$ cat src/rtl/rtc_pkg.sv
package rtc_pkg;

    localparam int REG_AW = 4;
    localparam int DATA_W = 8;

    localparam logic [REG_AW-1:0] A_SEC     = 4'd0;
    localparam logic [REG_AW-1:0] A_SEC_AL  = 4'd1;
    localparam logic [REG_AW-1:0] A_MIN     = 4'd2;
    localparam logic [REG_AW-1:0] A_MIN_AL  = 4'd3;
    localparam logic [REG_AW-1:0] A_HOUR    = 4'd4;
    localparam logic [REG_AW-1:0] A_HOUR_AL = 4'd5;
    localparam logic [REG_AW-1:0] A_DOW     = 4'd6;
    localparam logic [REG_AW-1:0] A_DOM     = 4'd7;
    localparam logic [REG_AW-1:0] A_MON     = 4'd8;
    localparam logic [REG_AW-1:0] A_YEAR    = 4'd9;
    localparam logic [REG_AW-1:0] A_STAT    = 4'd10;
    localparam logic [REG_AW-1:0] A_CTRL    = 4'd11;

    localparam int CB_HOLD = 7;
    localparam int CB_BIN  = 2;
    localparam int CB_H24  = 1;
    localparam int SB_PEND = 7;
    localparam int HB_PM   = 7;

    typedef struct packed {
        logic [DATA_W-1:0] sec;
        logic [DATA_W-1:0] min;
        logic [DATA_W-1:0] hour;
        logic [DATA_W-1:0] dow;
        logic [DATA_W-1:0] dom;
        logic [DATA_W-1:0] mon;
        logic [DATA_W-1:0] year;
    } rtc_time_t;

    typedef enum logic [1:0] {
        PH_IDLE = 2'd0,
        PH_WARN = 2'd1,
        PH_UPD  = 2'd2
    } phase_e;

    // Stored byte (BCD or binary) to plain binary value.
    function automatic logic [7:0] field_to_bin(input logic [7:0] v, input logic bin);
        if (bin) return v;
        return ({4'd0, v[7:4]} * 8'd10) + {4'd0, v[3:0]};
    endfunction

    // Plain binary value (0..99) to stored byte in the selected encoding.
    function automatic logic [7:0] field_from_bin(input logic [7:0] n, input logic bin);
        if (bin) return n;
        return {4'(n / 8'd10), 4'(n % 8'd10)};
    endfunction

    // Month length; month and year given as plain binary values.
    function automatic logic [7:0] days_in_month(input logic [7:0] m, input logic [7:0] y);
        logic [7:0] r;
        case (m)
            8'd2:                     r = (y[1:0] == 2'b00) ? 8'd29 : 8'd28;
            8'd4, 8'd6, 8'd9, 8'd11:  r = 8'd30;
            default:                  r = 8'd31;
        endcase
        return r;
    endfunction

endpackage

$ cat src/rtl/rtc_sequencer.sv
module rtc_sequencer
    import rtc_pkg::*;
#(
    parameter int WARN_CYCLES = 4,
    parameter int UPD_CYCLES  = 8
) (
    input  logic clk,
    input  logic rst_n,
    input  logic tick,
    input  logic hold,
    output logic busy,
    output logic apply,
    output logic finish,
    output logic done
);

    localparam int LONGEST = (WARN_CYCLES > UPD_CYCLES) ? WARN_CYCLES : UPD_CYCLES;
    localparam int CNT_W   = $clog2(LONGEST + 1);
    localparam logic [CNT_W-1:0] WARN_LAST = CNT_W'(WARN_CYCLES - 1);
    localparam logic [CNT_W-1:0] UPD_LAST  = CNT_W'(UPD_CYCLES - 1);

    typedef struct packed {
        phase_e           phase;
        logic [CNT_W-1:0] cnt;
        logic             done;
    } seq_t;

    seq_t s_d, s_q;

    always_comb begin
        s_d      = s_q;
        s_d.done = 1'b0;
        apply    = 1'b0;
        finish   = 1'b0;
        case (s_q.phase)
            PH_IDLE: begin
                if (tick && !hold) begin
                    s_d.phase = PH_WARN;
                    s_d.cnt   = WARN_LAST;
                end
            end
            PH_WARN: begin
                if (s_q.cnt != '0) begin
                    s_d.cnt = s_q.cnt - 1'b1;
                end else if (hold) begin
                    s_d.phase = PH_IDLE;
                end else begin
                    apply     = 1'b1;
                    s_d.phase = PH_UPD;
                    s_d.cnt   = UPD_LAST;
                end
            end
            PH_UPD: begin
                if (s_q.cnt != '0) begin
                    s_d.cnt = s_q.cnt - 1'b1;
                end else begin
                    finish    = 1'b1;
                    s_d.phase = PH_IDLE;
                    s_d.done  = 1'b1;
                end
            end
            default: s_d.phase = PH_IDLE;
        endcase
    end

    always_ff @(posedge clk or negedge rst_n) begin
        if (!rst_n) begin
            s_q <= '{phase: PH_IDLE, cnt: '0, done: 1'b0};
        end else begin
            s_q <= s_d;
        end
    end

    assign busy = (s_q.phase != PH_IDLE);
    assign done = s_q.done;

endmodule

$ cat src/rtl/rtc_calendar_next.sv
module rtc_calendar_next
    import rtc_pkg::*;
(
    input  rtc_time_t cur,
    input  logic      bin_mode,
    input  logic      h24_mode,
    output rtc_time_t nxt
);

    logic [7:0] s_v, m_v, h_v, dw_v, dm_v, mo_v, yr_v, dim_v;
    logic [7:0] h_next, h_enc;
    logic       pm_now, pm_next;
    logic       c_min, c_hour, c_day, c_mon, c_year;

    always_comb begin
        s_v    = field_to_bin(cur.sec, bin_mode);
        m_v    = field_to_bin(cur.min, bin_mode);
        h_v    = field_to_bin(h24_mode ? cur.hour : {1'b0, cur.hour[6:0]}, bin_mode);
        pm_now = ~h24_mode & cur.hour[HB_PM];
        dw_v   = field_to_bin(cur.dow, bin_mode);
        dm_v   = field_to_bin(cur.dom, bin_mode);
        mo_v   = field_to_bin(cur.mon, bin_mode);
        yr_v   = field_to_bin(cur.year, bin_mode);
        dim_v  = days_in_month(mo_v, yr_v);

        nxt     = cur;
        c_hour  = 1'b0;
        c_day   = 1'b0;
        c_mon   = 1'b0;
        c_year  = 1'b0;
        h_next  = h_v;
        h_enc   = '0;
        pm_next = pm_now;

        c_min   = (s_v >= 8'd59);
        nxt.sec = field_from_bin(c_min ? 8'd0 : s_v + 8'd1, bin_mode);

        if (c_min) begin
            c_hour  = (m_v >= 8'd59);
            nxt.min = field_from_bin(c_hour ? 8'd0 : m_v + 8'd1, bin_mode);
        end

        if (c_hour) begin
            if (h24_mode) begin
                c_day    = (h_v >= 8'd23);
                nxt.hour = field_from_bin(c_day ? 8'd0 : h_v + 8'd1, bin_mode);
            end else begin
                h_next   = (h_v >= 8'd12) ? 8'd1 : h_v + 8'd1;
                pm_next  = (h_v == 8'd11) ? ~pm_now : pm_now;
                c_day    = (h_v == 8'd11) && pm_now;
                h_enc    = field_from_bin(h_next, bin_mode);
                nxt.hour = {pm_next, h_enc[6:0]};
            end
        end

        if (c_day) begin
            nxt.dow = field_from_bin((dw_v >= 8'd7) ? 8'd1 : dw_v + 8'd1, bin_mode);
            c_mon   = (dm_v >= dim_v);
            nxt.dom = field_from_bin(c_mon ? 8'd1 : dm_v + 8'd1, bin_mode);
        end

        if (c_mon) begin
            c_year  = (mo_v >= 8'd12);
            nxt.mon = field_from_bin(c_year ? 8'd1 : mo_v + 8'd1, bin_mode);
        end

        if (c_year) begin
            nxt.year = field_from_bin((yr_v >= 8'd99) ? 8'd0 : yr_v + 8'd1, bin_mode);
        end
    end

endmodule

$ cat src/rtl/rtc_alarm_cmp.sv
module rtc_alarm_cmp #(
    parameter int FIELDS = 3,
    parameter int FW     = 8
) (
    input  logic [FIELDS-1:0][FW-1:0] now_v,
    input  logic [FIELDS-1:0][FW-1:0] alarm_v,
    output logic                      all_match
);

    localparam logic [1:0] WILDCARD = 2'b11;

    logic [FIELDS-1:0] hit;

    for (genvar i = 0; i < FIELDS; i++) begin : g_field
        assign hit[i] = (alarm_v[i][FW-1:FW-2] == WILDCARD) || (alarm_v[i] == now_v[i]);
    end

    assign all_match = &hit;

endmodule

$ cat src/rtl/rtc_timekeeper.sv
module rtc_timekeeper
    import rtc_pkg::*;
#(
    parameter int WARN_CYCLES = 4,
    parameter int UPD_CYCLES  = 8
) (
    input  logic              clk,
    input  logic              rst_n,
    input  logic              sec_tick,
    input  logic              reg_we,
    input  logic [REG_AW-1:0] reg_addr,
    input  logic [DATA_W-1:0] reg_wdata,
    output logic [DATA_W-1:0] reg_rdata,
    output logic              update_pending,
    output logic              update_done,
    output logic              alarm_hit
);

    localparam int AL_FIELDS = 3;

    typedef struct packed {
        rtc_time_t         tm;
        logic [DATA_W-1:0] al_sec;
        logic [DATA_W-1:0] al_min;
        logic [DATA_W-1:0] al_hour;
        logic              hold;
        logic              bin_mode;
        logic              h24_mode;
        logic              alarm_hit;
    } tk_state_t;

    tk_state_t r_d, r_q;
    rtc_time_t tm_next;
    logic      seq_busy, seq_apply, seq_finish, seq_done;
    logic      al_all;
    logic [AL_FIELDS-1:0][DATA_W-1:0] cmp_now, cmp_alarm;

    rtc_sequencer #(
        .WARN_CYCLES(WARN_CYCLES),
        .UPD_CYCLES (UPD_CYCLES)
    ) u_seq (
        .clk   (clk),
        .rst_n (rst_n),
        .tick  (sec_tick),
        .hold  (r_q.hold),
        .busy  (seq_busy),
        .apply (seq_apply),
        .finish(seq_finish),
        .done  (seq_done)
    );

    rtc_calendar_next u_next (
        .cur     (r_q.tm),
        .bin_mode(r_q.bin_mode),
        .h24_mode(r_q.h24_mode),
        .nxt     (tm_next)
    );

    assign cmp_now   = {r_q.tm.hour, r_q.tm.min, r_q.tm.sec};
    assign cmp_alarm = {r_q.al_hour, r_q.al_min, r_q.al_sec};

    rtc_alarm_cmp #(
        .FIELDS(AL_FIELDS),
        .FW    (DATA_W)
    ) u_alarm (
        .now_v    (cmp_now),
        .alarm_v  (cmp_alarm),
        .all_match(al_all)
    );

    always_comb begin
        r_d           = r_q;
        r_d.alarm_hit = seq_finish && al_all;
        if (reg_we) begin
            case (reg_addr)
                A_SEC:     r_d.tm.sec  = reg_wdata;
                A_SEC_AL:  r_d.al_sec  = reg_wdata;
                A_MIN:     r_d.tm.min  = reg_wdata;
                A_MIN_AL:  r_d.al_min  = reg_wdata;
                A_HOUR:    r_d.tm.hour = reg_wdata;
                A_HOUR_AL: r_d.al_hour = reg_wdata;
                A_DOW:     r_d.tm.dow  = reg_wdata;
                A_DOM:     r_d.tm.dom  = reg_wdata;
                A_MON:     r_d.tm.mon  = reg_wdata;
                A_YEAR:    r_d.tm.year = reg_wdata;
                A_CTRL: begin
                    r_d.hold     = reg_wdata[CB_HOLD];
                    r_d.bin_mode = reg_wdata[CB_BIN];
                    r_d.h24_mode = reg_wdata[CB_H24];
                end
                default: ;
            endcase
        end
        // The advance owns the time registers in the cycle it happens.
        if (seq_apply) begin
            r_d.tm = tm_next;
        end
    end

    always_ff @(posedge clk or negedge rst_n) begin
        if (!rst_n) begin
            r_q.tm        <= '{sec: 8'd0, min: 8'd0, hour: 8'd0, dow: 8'd1,
                               dom: 8'd1, mon: 8'd1, year: 8'd0};
            r_q.al_sec    <= '0;
            r_q.al_min    <= '0;
            r_q.al_hour   <= '0;
            r_q.hold      <= 1'b0;
            r_q.bin_mode  <= 1'b0;
            r_q.h24_mode  <= 1'b1;
            r_q.alarm_hit <= 1'b0;
        end else begin
            r_q <= r_d;
        end
    end

    always_comb begin
        reg_rdata = '0;
        case (reg_addr)
            A_SEC:     reg_rdata = r_q.tm.sec;
            A_SEC_AL:  reg_rdata = r_q.al_sec;
            A_MIN:     reg_rdata = r_q.tm.min;
            A_MIN_AL:  reg_rdata = r_q.al_min;
            A_HOUR:    reg_rdata = r_q.tm.hour;
            A_HOUR_AL: reg_rdata = r_q.al_hour;
            A_DOW:     reg_rdata = r_q.tm.dow;
            A_DOM:     reg_rdata = r_q.tm.dom;
            A_MON:     reg_rdata = r_q.tm.mon;
            A_YEAR:    reg_rdata = r_q.tm.year;
            A_STAT:    reg_rdata[SB_PEND] = seq_busy;
            A_CTRL: begin
                reg_rdata[CB_HOLD] = r_q.hold;
                reg_rdata[CB_BIN]  = r_q.bin_mode;
                reg_rdata[CB_H24]  = r_q.h24_mode;
            end
            default: reg_rdata = '0;
        endcase
    end

    assign update_pending = seq_busy;
    assign update_done    = seq_done;
    assign alarm_hit      = r_q.alarm_hit;

endmodule

$ cat config.mk
export PLATFORM = sky130hd
export DESIGN_NAME = rtc_timekeeper
export DESIGN_NICKNAME = d
export VERILOG_FILES = /design/src/rtl/rtc_pkg.sv /design/src/rtl/rtc_sequencer.sv /design/src/rtl/rtc_calendar_next.sv /design/src/rtl/rtc_alarm_cmp.sv /design/src/rtl/rtc_timekeeper.sv
export SDC_FILE = /design/constraint.sdc
export NUM_CORES = 1
export LEC_CHECK = 0
export CORE_MARGIN = 10
export CORE_UTILIZATION = 66
export DETAILED_ROUTE_END_ITERATION = 7
export DONT_BUFFER_PORTS = 1
export PLACE_DENSITY = 0.82
export SYNTH_ARGS = -nofsm -noshare
export SYNTH_HDL_FRONTEND = slang
export SYNTH_SLANG_ARGS = --single-unit
$ cat constraint.sdc
create_clock -name clk -period 7.5 [get_ports clk]
set_clock_uncertainty 0.15 [all_clocks]
set_input_delay 1.125 -clock clk [delete_from_list [all_inputs] [get_ports clk]]
set_output_delay 1.125 -clock clk [all_outputs]
set_load 0.02 [all_outputs]
==> flow_metrics.env <==
export IMPL_drv_cap=0
export IMPL_route_detailed_drc=0
export IMPL_ios=27
export IMPL_syn_to_final_growth_pct=3.25
export IMPL_start_util_pct=68.0
export IMPL_dp_hpwl_um=21700
export IMPL_synth_seq_area_share_pct=21.9
export IMPL_yosys_area_top_type="dfrtp_1"
export IMPL_yosys_most_used_dff="dfrtp_1"
export IMPL_synth_area_leaders="dfrtp_1, ha_1, mux2_2"
export IMPL_htreeDepth=3
export IMPL_worst_setup_path_end_kind="flop"
export IMPL_rows=45
export IMPL_synthMuxAreaShare_pct=10.5
export IMPL_num_vias=9979
export IMPL_fin_cells=1420
export IMPL_synth_common_cells="nand2_1, nor2_1, dfrtp_1"
export IMPL_crit_start="r_q[41]$_DFFE_PN0P_"
export IMPL_yosysWarnings=0
export IMPL_io_buffers=0
export IMPL_die_w_um=146
export IMPL_setup_violations=0
export IMPL_grt_overflow=0
export IMPL_cpPeakStageDelay_ps=890
export IMPL_yosysTopAreaCellShare_pct=20.9
export IMPL_avgSynthCellArea_um2=8.36
export IMPL_synth_compound_area_share_pct=26.0
export IMPL_cp_required_ps=7600
export IMPL_synth_xor_area_share_pct=5.97
export IMPL_grt_pass1_wl_um=48700
export IMPL_grt_max_degree=92
export IMPL_cts_hold_buf=0
export IMPL_clk_pin_slew_ps=70
export IMPL_ys_types=95
export IMPL_synthAdderAreaFrac_pct=11.9
export IMPL_cp_start_kind="flop"
export IMPL_grt_pass1_vias=9217
export IMPL_slew_viol_final=0
export IMPL_synth_fp_nets=1352
export IMPL_cp_cell_sequence="ha_1 > ha_1 > fa_1 > or4_1 > a21oi_1 > o21ai_0 > nor2_1 > a22oi_1 > ha_1 > nand2b_1 > a21oi_1 > nor2_1 > and3_1 > nor2_1 > buf_4 > nor4_2 > o22ai_1 > nor3_1 > a221oi_1"
export IMPL_cp_arrival_ps=6140
export IMPL_wirelength_um=29900
export IMPL_fin_tns_setup_ps=0
export IMPL_synthCells=1246
export IMPL_multi_input_area_mm2=0.00771
export IMPL_cts_tree="done"
export IMPL_yosysMostFrequentCell="nand2_1"
export IMPL_cts_buffers=9
export IMPL_drtPass1Iterations=5
export IMPL_worstMarginPinSlew_ps=1240
export IMPL_min_period_ps=6040
export IMPL_ant_nets=0
export IMPL_dp_cells=1404
export IMPL_rsz0062_at_grt="false"
export IMPL_cp_num_buf_inv=1
export IMPL_root_buffer="clkbuf_16"
export IMPL_die_h_um=146
export IMPL_antenna_found_initial=0
export IMPL_nets=1310
export IMPL_post_cts_buffers=0
export IMPL_grt_usage_pct=27.2
export IMPL_crit_family="compound AO/OA/AOI/OAI gates"
export IMPL_synth_top_family_by_area="compound AO/OA/AOI/OAI gates"
export IMPL_slew_limit_headroom_pct=16.5
export IMPL_drive_above_1_share_pct=9.10
export IMPL_vias_per_cell=7.03
export IMPL_design_area_mm2=0.0108
export IMPL_synth_edf_count=0
export IMPL_status="completed"
export IMPL_worstReg2RegStart="r_q[41]$_DFFE_PN0P_"
export IMPL_core_area_mm2=0.0153
export IMPL_cts_max_path_buffers=2
export IMPL_diodes=0
export IMPL_path_class="reg -> reg"
export IMPL_syn_cell_area_mm2=0.0104
export IMPL_clk_latency_ps=350
export IMPL_crit_fanout=16
export IMPL_cts_num_sinks=91
export IMPL_hold_class="in -> async"
export IMPL_dieArea_mm2=0.0212
export IMPL_ctsResizeCount=0
export IMPL_yosys_area_share_simple_pct=19.7
export IMPL_crit_slowest_cell="o22ai_1"
export IMPL_postPlaceCellArea_mm2=0.0104
export IMPL_routedWlPerCell_um=21.0
export IMPL_max_freq_mhz=166
export IMPL_hold_viol=0
export IMPL_seq_area_mm2=0.00229
export IMPL_drtIter0Drc=1246
export IMPL_n_fill_cell=1254
export IMPL_yosys_register_bits=91
export IMPL_async_flop_share_pct=100
export IMPL_fin_crit_sh_pct=80.5
export IMPL_place_congestion=1.02
## stage by stage
stage	utilization (%)	hold WS, ps	setup WS [ps]
floorplan	-	323	1460
global placement	68.2	352	1760
detailed placement	68.2	368	1610
CTS	70.3	312	1560
global route	70.3	302	995
finish	70.3	317	1460
## path summary, 6_finish.rpt
check	to	slack, ps	cells past startpoint
min	alarm_hit$_DFF_PN0_	320	0
min in group clk	u_seq.s_q[2]$_DFFE_PN0P_	390	1
max reg2reg	r_q[31]$_DFFE_PN0P_	1460	19
min reg2reg	u_seq.s_q[2]$_DFFE_PN0P_	390	1
max	r_q[31]$_DFFE_PN0P_	1460	19
max in group asynchronous	r_q[44]$_DFFE_PN1P_	6640	0
## logic make-up (layout without fill, tap and decap cells)
kind of cell               count (synthesis)  after routing
AOI/OAI and AO/OA                        386            386
adders and majority gates                 91             91
and+or+nand+nor                          416            416
DFF                                       91             91
muxes                                     96             96
xor gates and xnor gates                  71             71
buffers and inverters                     95             58
## sequential cells by signal, indices dropped and copies added (netlist names)
register,cells
cmp_now,24
alarm_hit,1
cmp_alarm,24
u_seq.done,1
u_seq.s_q,6
r_q,35
## cell type report
| class | instances | share of cell area, % |
|---|---|---|
| multi-input cells | 1060 | 71.7 |
| flip-flops and latches | 91 | 21.2 |
| well taps | 211 | 2.45 |
| clock buffers | 9 | 2.09 |
| inverters | 36 | 1.26 |
| clock inverters | 7 | 0.849 |
| repair buffers | 6 | 0.419 |
## metal layers
| layer | vias up | wire length, µm | share of wire (%) | GRT usage [%] |
|---|---|---|---|---|
| li1 | 4673 | - | - | - |
| met2 | 520 | 13400 | 45 | 42.6 |
| met3 | 84 | 2860 | 9.6 | 4.41 |
| met4 | 0 | 1040 | 3.5 | 10.5 |
| met5 | - | 0 | 0 | 0 |
| met1 | 4702 | 12600 | 42 | 36.8 |
## worst register-to-register path, delay by kind of cell (launching register included)
kind	cells	cell delay, ps
and+or+nand+nor	8	1760
adders and majority gates	4	1360
DFF	1	460
AOI/OAI and AO/OA	6	2010
buffers and inverters	1	200
## cell usage in the layout (no fill, tap or decap), types with 11 or more instances in the layout
cell type and instances:
o211ai_1 22, ha_1 76, nand3_1 49, and3_1 15, a211oi_1 11, dfrtp_1 86, inv_1 36, a21o_1 25
nor3_1 30, a21oi_1 65, o31ai_1 13, xnor2_1 30, nand2b_1 16, nor2_1 95, a22oi_1 13, o21ai_0 74
xor2_1 41, nor2b_1 11, mux2_2 61, nor4_1 14, nand4_1 12, o21a_1 14, o221ai_1 11, a31oi_1 28
mux2i_1 30, nand2_1 117, fa_1 14
Power is not shown: default switching activity piles up to over one toggle a cycle in this logic, so the estimate is an artifact.
